<file path="src/rtl/dsb_pkg.sv">
package dsb_pkg;

    typedef enum logic [2:0] {
        OP_NONE = 3'd0,
        OP_BEQ  = 3'd1,
        OP_BNE  = 3'd2,
        OP_JMP  = 3'd3,
        OP_CALL = 3'd4,
        OP_RET  = 3'd5
    } ctl_op_e;

    function automatic logic is_ctl(input ctl_op_e op);
        return (op == OP_BEQ) || (op == OP_BNE) || (op == OP_JMP) ||
               (op == OP_CALL) || (op == OP_RET);
    endfunction

    function automatic logic is_cond(input ctl_op_e op);
        return (op == OP_BEQ) || (op == OP_BNE);
    endfunction

endpackage

</file>
<file path="src/rtl/dsb_cond_eval.sv">
module dsb_cond_eval
    import dsb_pkg::*;
#(
    parameter int DATA_W = 32,
    parameter int IMM_W  = 5
) (
    input  ctl_op_e           op_i,
    input  logic              bit_form_i,
    input  logic [IMM_W-1:0]  imm_i,
    input  logic [DATA_W-1:0] src_i,
    output logic              cond_o
);
    logic match;
    logic sel_bit;

    always_comb begin
        sel_bit = src_i[imm_i];
        match   = bit_form_i ? sel_bit : (src_i == DATA_W'(imm_i));
        cond_o  = (op_i == OP_BEQ) ? match : !match;
    end

    // the bit-test form ignores every source bit except the selected one
    always_comb begin
        if (bit_form_i && op_i == OP_BEQ)
            a_r3_bit_select: assert (cond_o == src_i[imm_i]);
    end
endmodule

</file>
<file path="src/rtl/dsb_target_calc.sv">
module dsb_target_calc #(
    parameter int PC_W  = 20,
    parameter int OFF_W = 16
) (
    input  logic [PC_W-1:0]  pc_i,
    input  logic [OFF_W-1:0] offset_i,
    output logic [PC_W-1:0]  rel_tgt_o,
    output logic [PC_W-1:0]  seq_pc_o,
    output logic [PC_W-1:0]  ret_pc_o
);
    localparam int EXT_W = PC_W - OFF_W;

    logic [PC_W-1:0] off_ext;

    always_comb begin
        off_ext   = {{EXT_W{offset_i[OFF_W-1]}}, offset_i};
        rel_tgt_o = pc_i + off_ext;
        seq_pc_o  = pc_i + PC_W'(1);
        ret_pc_o  = pc_i + PC_W'(2);
    end
endmodule

</file>
<file path="src/rtl/dsb_ret_stack.sv">
module dsb_ret_stack #(
    parameter int PC_W  = 20,
    parameter int DEPTH = 4
) (
    input  logic                        clk,
    input  logic                        rst,
    input  logic                        push_i,
    input  logic                        pop_i,
    input  logic [PC_W-1:0]             data_i,
    output logic [PC_W-1:0]             top_o,
    output logic [$clog2(DEPTH+1)-1:0]  depth_o,
    output logic                        empty_o,
    output logic                        ovf_o,
    output logic                        unf_o
);
    localparam int CNT_W = $clog2(DEPTH + 1);
    localparam int IDX_W = (DEPTH > 1) ? $clog2(DEPTH) : 1;

    logic [PC_W-1:0]  mem [DEPTH];
    logic [CNT_W-1:0] cnt;
    logic [CNT_W-1:0] cnt_m1;
    logic             full;

    always_comb begin
        full    = (cnt == CNT_W'(DEPTH));
        empty_o = (cnt == '0);
        cnt_m1  = cnt - CNT_W'(1);
        top_o   = empty_o ? '0 : mem[cnt_m1[IDX_W-1:0]];
        depth_o = cnt;
    end

    for (genvar g = 0; g < DEPTH; g++) begin : g_entry
        always_ff @(posedge clk) begin
            if (rst)
                mem[g] <= '0;
            else if (push_i && !full && cnt == CNT_W'(g))
                mem[g] <= data_i;
        end
    end

    always_ff @(posedge clk) begin
        if (rst) begin
            cnt   <= '0;
            ovf_o <= 1'b0;
            unf_o <= 1'b0;
        end else begin
            if (push_i) begin
                if (full) ovf_o <= 1'b1;
                else      cnt   <= cnt + CNT_W'(1);
            end else if (pop_i) begin
                if (empty_o) unf_o <= 1'b1;
                else         cnt   <= cnt_m1;
            end
        end
    end

    a_r7_depth_bound: assert property (@(posedge clk) disable iff (rst)
        cnt <= CNT_W'(DEPTH));
    a_r7_push_grows: assert property (@(posedge clk) disable iff (rst)
        push_i && !full |=> depth_o == $past(depth_o) + CNT_W'(1));
    a_r8_full_push_flags: assert property (@(posedge clk) disable iff (rst)
        push_i && full |=> ovf_o && $stable(depth_o));
    a_r8_ovf_sticky: assert property (@(posedge clk) disable iff (rst)
        ovf_o |=> ovf_o);
    a_r9_empty_pop_flags: assert property (@(posedge clk) disable iff (rst)
        pop_i && empty_o |=> unf_o && depth_o == '0);
    a_r9_unf_sticky: assert property (@(posedge clk) disable iff (rst)
        unf_o |=> unf_o);
endmodule

</file>
<file path="src/rtl/dslot_branch_unit.sv">
module dslot_branch_unit
    import dsb_pkg::*;
#(
    parameter int PC_W     = 20,
    parameter int DATA_W   = 32,
    parameter int OFF_W    = 16,
    parameter int IMM_W    = 5,
    parameter int RS_DEPTH = 4
) (
    input  logic                           clk,
    input  logic                           rst,
    input  logic                           step_i,
    input  logic [PC_W-1:0]                pc_i,
    input  logic [2:0]                     op_i,
    input  logic                           bit_form_i,
    input  logic [IMM_W-1:0]               imm_i,
    input  logic [OFF_W-1:0]               offset_i,
    input  logic [PC_W-1:0]                abs_tgt_i,
    input  logic [DATA_W-1:0]              src_i,
    output logic [PC_W-1:0]                next_pc_o,
    output logic                           taken_o,
    output logic                           in_slot_o,
    output logic [$clog2(RS_DEPTH+1)-1:0]  depth_o,
    output logic                           ovf_err_o,
    output logic                           unf_err_o,
    output logic                           slot_err_o
);
    ctl_op_e         op;
    logic            cond;
    logic            legal;
    logic            stk_empty;
    logic [PC_W-1:0] rel_tgt, seq_pc, ret_pc, stk_top, tgt;
    logic            slot_q, redir_q;
    logic [PC_W-1:0] tgt_q;

    assign op = ctl_op_e'(op_i);

    dsb_cond_eval #(.DATA_W(DATA_W), .IMM_W(IMM_W)) cond_i (
        .op_i(op), .bit_form_i(bit_form_i), .imm_i(imm_i),
        .src_i(src_i), .cond_o(cond)
    );

    dsb_target_calc #(.PC_W(PC_W), .OFF_W(OFF_W)) tcalc_i (
        .pc_i(pc_i), .offset_i(offset_i), .rel_tgt_o(rel_tgt),
        .seq_pc_o(seq_pc), .ret_pc_o(ret_pc)
    );

    dsb_ret_stack #(.PC_W(PC_W), .DEPTH(RS_DEPTH)) stack_i (
        .clk(clk), .rst(rst),
        .push_i(legal && op == OP_CALL),
        .pop_i(legal && op == OP_RET),
        .data_i(ret_pc), .top_o(stk_top), .depth_o(depth_o),
        .empty_o(stk_empty), .ovf_o(ovf_err_o), .unf_o(unf_err_o)
    );

    always_comb begin
        legal = step_i && is_ctl(op) && !slot_q;
        tgt   = rel_tgt;
        unique case (op)
            OP_JMP, OP_CALL: tgt = abs_tgt_i;
            OP_RET:          tgt = stk_top;
            default:         tgt = rel_tgt;
        endcase
        if (!legal)            taken_o = 1'b0;
        else if (is_cond(op))  taken_o = cond;
        else if (op == OP_RET) taken_o = !stk_empty;
        else                   taken_o = 1'b1;
        next_pc_o = (slot_q && redir_q) ? tgt_q : seq_pc;
        in_slot_o = slot_q;
    end

    always_ff @(posedge clk) begin
        if (rst) begin
            slot_q     <= 1'b0;
            redir_q    <= 1'b0;
            tgt_q      <= '0;
            slot_err_o <= 1'b0;
        end else if (step_i) begin
            slot_q  <= legal;
            redir_q <= taken_o;
            tgt_q   <= tgt;
            if (slot_q && is_ctl(op))
                slot_err_o <= 1'b1;
        end
    end

    a_r5_slot_opens: assert property (@(posedge clk) disable iff (rst)
        step_i && is_ctl(op) && !in_slot_o |=> in_slot_o);
    a_r5_redirect_lands: assert property (@(posedge clk) disable iff (rst)
        step_i && taken_o |=> next_pc_o == $past(tgt));
    a_r10_slot_ctl_rejected: assert property (@(posedge clk) disable iff (rst)
        step_i && in_slot_o && is_ctl(op) |=> slot_err_o && !in_slot_o);
    a_r10_slot_err_sticky: assert property (@(posedge clk) disable iff (rst)
        slot_err_o |=> slot_err_o);
    a_r11_idle_holds: assert property (@(posedge clk) disable iff (rst)
        !step_i |=> $stable(in_slot_o) && $stable(depth_o));
endmodule

</file>
<file path="config.mk">
export PLATFORM = sky130hd
export DESIGN_NAME = dslot_branch_unit
export DESIGN_NICKNAME = d
export VERILOG_FILES = /design/src/rtl/dsb_pkg.sv /design/src/rtl/dsb_cond_eval.sv /design/src/rtl/dsb_target_calc.sv /design/src/rtl/dsb_ret_stack.sv /design/src/rtl/dslot_branch_unit.sv
export SDC_FILE = /design/constraint.sdc
export NUM_CORES = 1
export LEC_CHECK = 0
export ABC_AREA = 1
export BUFFER_PORTS_ARGS = -buffer_cell sky130_fd_sc_hd__buf_2
export CORE_ASPECT_RATIO = 0.6
export CORE_UTILIZATION = 46
export DETAILED_ROUTE_END_ITERATION = 7
export MAX_ROUTING_LAYER = met4
export PLACE_DENSITY = 0.67
export SETUP_SLACK_MARGIN = 0.1
export SYNTH_ARGS = -nofsm -noshare
export SYNTH_HDL_FRONTEND = slang
export SYNTH_HIERARCHICAL = 1
export SYNTH_SLANG_ARGS = --single-unit
</file>
<file path="constraint.sdc">
create_clock -name clk -period 5.2 [get_ports clk]
set_input_delay 0.52 -clock clk [delete_from_list [all_inputs] [get_ports clk]]
set_output_delay 0.52 -clock clk [all_outputs]
set_load 0.02 [all_outputs]
</file>
==> reports/summary.txt <==
dpl cells: 1,445
Fin. Hold Viols: 0
reg2reg start: stack_i/depth_o[0]
CTS tree: done
post-DR wirelength/cell: 15.75 um
Non-Filler Instances: 1,461
average size of a mapped cell: 7.301 um2
# fillers: 1,713
Die Wd: 174.6 um
post-synthesis net count: 1,254
clk root buf: clkbuf_16
gpl congestion: 0.9284
antenna-violating nets left: 0
grt total ovfl: 0
synth top area cells: edfxtp_1 29%, nor2_1 12%, nand2_1 9.6%
Fin Clk Skew: 0.007454 ns
Die Ht: 105.6 um
Initial Utilization: 0.4748
post-DP HPWL: 17,820 um
Sink Count: 108
IO Port Bufs: 127
CP Data Arrival Time: 2.80 ns
Post-CTS Setup Bufs: 0
Worst Path Class, Setup: flip-flop to output port
post-synthesis cell area: 8220 um2
Total GRT Usage: 0.2577
H-Tree Depth: 3
worst hold path type: input port to flip-flop
via count: 7,733
Slew Limit Fails: 0
Clock Tree Buf Depth: 2
initial drt markers: 959
first-pass GRT wire length: 35,870 um
met2 wire len: 8802 um
Crit Path Max Fanout: 45
I/O Pins: 128
clk_lat worst skew: 0.35 ns
Tmin final: 3.315 ns
clock transition at the registers of the reported paths: 0.08 ns
DR top layer: met4
crit path capture type: output port
WL final: 23,020 um
initial antenna violation count: 0
Hold Buf Count CTS: 0
number of synthesized register bits: 108
Max Cap Viol: 0
Inserted Clock Buffers: 9
Pwr Density: 241.1 nW/um2
met1 WL: 11,940 um
DR vias/cell: 5.293
core box area: 17,310 um2
Netlist cell types: 42
DR pass1 iterations: 5
DR WL met3: 2068 um
area of the die: 18,430 um2
Syn Inst Count: 1,126
RSZ-0062 raised after global routing: false
worst hold start: rst
number of global-route vias before repair: 6,763
Area growth syn-to-layout: 11.19%
CP startpoint: stack_i/depth_o[0]
YS warnings: 6
Worst-Margin Slew: 1.171 ns
# diodes: 0
post-cts repair resize count: 0
Yosys top cell by area: edfxtp_1
top-area cell type share of the netlist area: 0.2922
Critical Path Source Type: flip-flop
CP required: 4.68 ns
Sum Neg Setup Slack: 0 ns
Total Nets Final: 1,350
largest net degree at the start of global routing: 46
Slew headroom: 0.2193
Max Clock Freq: 0.3016 GHz
final worst path period share: 0.6376
worst vdd ir: 0.0001552 V
register area share after synthesis: 0.3604
outcome: complete, no violations
Pleak: 4.272 nW
drt drc: 0
layout cells sized above 1: 0.2168
row cnt: 37
Setup violations, final: 0
[metal layers]
metal,track usage,up-vias
met1,0.4072,3567
met5,-,-
met2,0.3352,334
met4,0.03540,0
met3,0.05339,27
li1,-,3805
[final cells by class]
type / instances / area, um2 / area share
multi-input cells: 858 / 4476 / 0.4897
flip-flops and latches: 108 / 2963 / 0.3242
repair buffers: 131 / 665.6 / 0.07283
inverters: 114 / 437.9 / 0.04791
well taps: 234 / 292.8 / 0.03203
clock buffers: 9 / 225.2 / 0.02464
clock inverters: 7 / 80.08 / 0.008761
[cell usage after synthesis, drive strengths merged]
library cell,count
nand3b,4
xor2,33
nand2,244
and2,3
xnor2,10
inv,114
mux2,20
buf,40
clkbuf,6
nor4,3
dfxtp,28
or2,3
o21bai,2
ha,27
o21ai,69
fa,1
nor2,292
a21oi,40
nor3b,2
nand3,87
o21a,1
edfxtp,80
nor3,7
nand4,10
[per-stage QoR]
stage	total power [W]	hold slack (ns)	area (um2)	setup slack (ns)	util
after floorplan	0.001337	0.4374	8220	2.077	-
after global routing	0.002298	0.4649	9140	1.473	0.5279
final	0.002204	0.4428	9140	1.885	0.5279
after global placement	0.001491	0.4415	8835	1.960	0.5103
after CTS	0.002205	0.4349	9140	1.921	0.5279
after detailed placement	0.001495	0.4406	8835	1.949	0.5103
[placed cells by master, fill, tap and decap left out, types with 4 or more instances in the layout]
cell type,Yosys,layout
xnor2_1,10,10
o21ai_1,10,10
edfxtp_1,80,80
nand2_2,31,31
a21oi_1,39,39
inv_6,1,5
mux2_2,20,20
inv_1,104,104
nor2_1,264,264
buf_2,18,127
nor3_1,6,6
clkbuf_16,0,9
ha_1,27,27
nand3_2,22,22
o21ai_0,58,57
nand2_1,211,211
inv_2,7,7
nor2_2,28,28
buf_4,5,4
dfxtp_1,28,28
xor2_1,33,33
nand3_1,64,64
nand4_1,10,10
nand3b_1,4,4
[flip-flops by register name, indices dropped and copies added, names as in the netlist]
name / cells
in_slot_o: 1
redir_q: 1
slot_err_o: 1
stack_i/ovf_o: 1
stack_i/depth_o: 3
stack_i/unf_o: 1
tgt_q: 20
stack_i/mem: 80
[cells by family (layout without fill, tap and decap cells)]
group / Yosys count / count (layout) / share of synthesized area
xor+xnor: 43 / 43 / 0.04581
simple gates: 655 / 655 / 0.3572
buf+inv: 160 / 261 / 0.09559
fa+ha+maj: 28 / 28 / 0.04353
compound gates: 112 / 112 / 0.07002
mux: 20 / 20 / 0.02740
flops: 108 / 108 / 0.3604
[final timing paths]
check             slack [ns]  cells after the start            endpoint
setup / recovery        1.88                     11             taken_o
hold / removal          0.44                      2  stack_i/depth_o[0]
setup reg to reg        1.93                     11           tgt_q[16]
hold reg to reg         0.45                      2          slot_err_o
[report_power, final]
| part | internal [W] | total (W) | switching (W) |
|---|---|---|---|
| clock network | 0.000381 | 0.000718 | 0.000337 |
| logic | 0.000172 | 0.000511 | 0.000339 |
| registers | 0.000961 | 0.000975 | 0.0000148 |
| total | 0.00151 | 0.00220 | 0.000690 |
[critical path, cell delays in order (launching register included)]
cell     delay, ns
dfxtp_1       0.30
buf_4         0.26
inv_2         0.60
ha_1          0.40
nand2_4       0.10
inv_4         0.24
nand2_1       0.09
nand2_1       0.10
nand2_1       0.05
nand2_1       0.09
inv_1         0.04
buf_2         0.15
No activity file was read; power rests on OpenSTA's default activity.
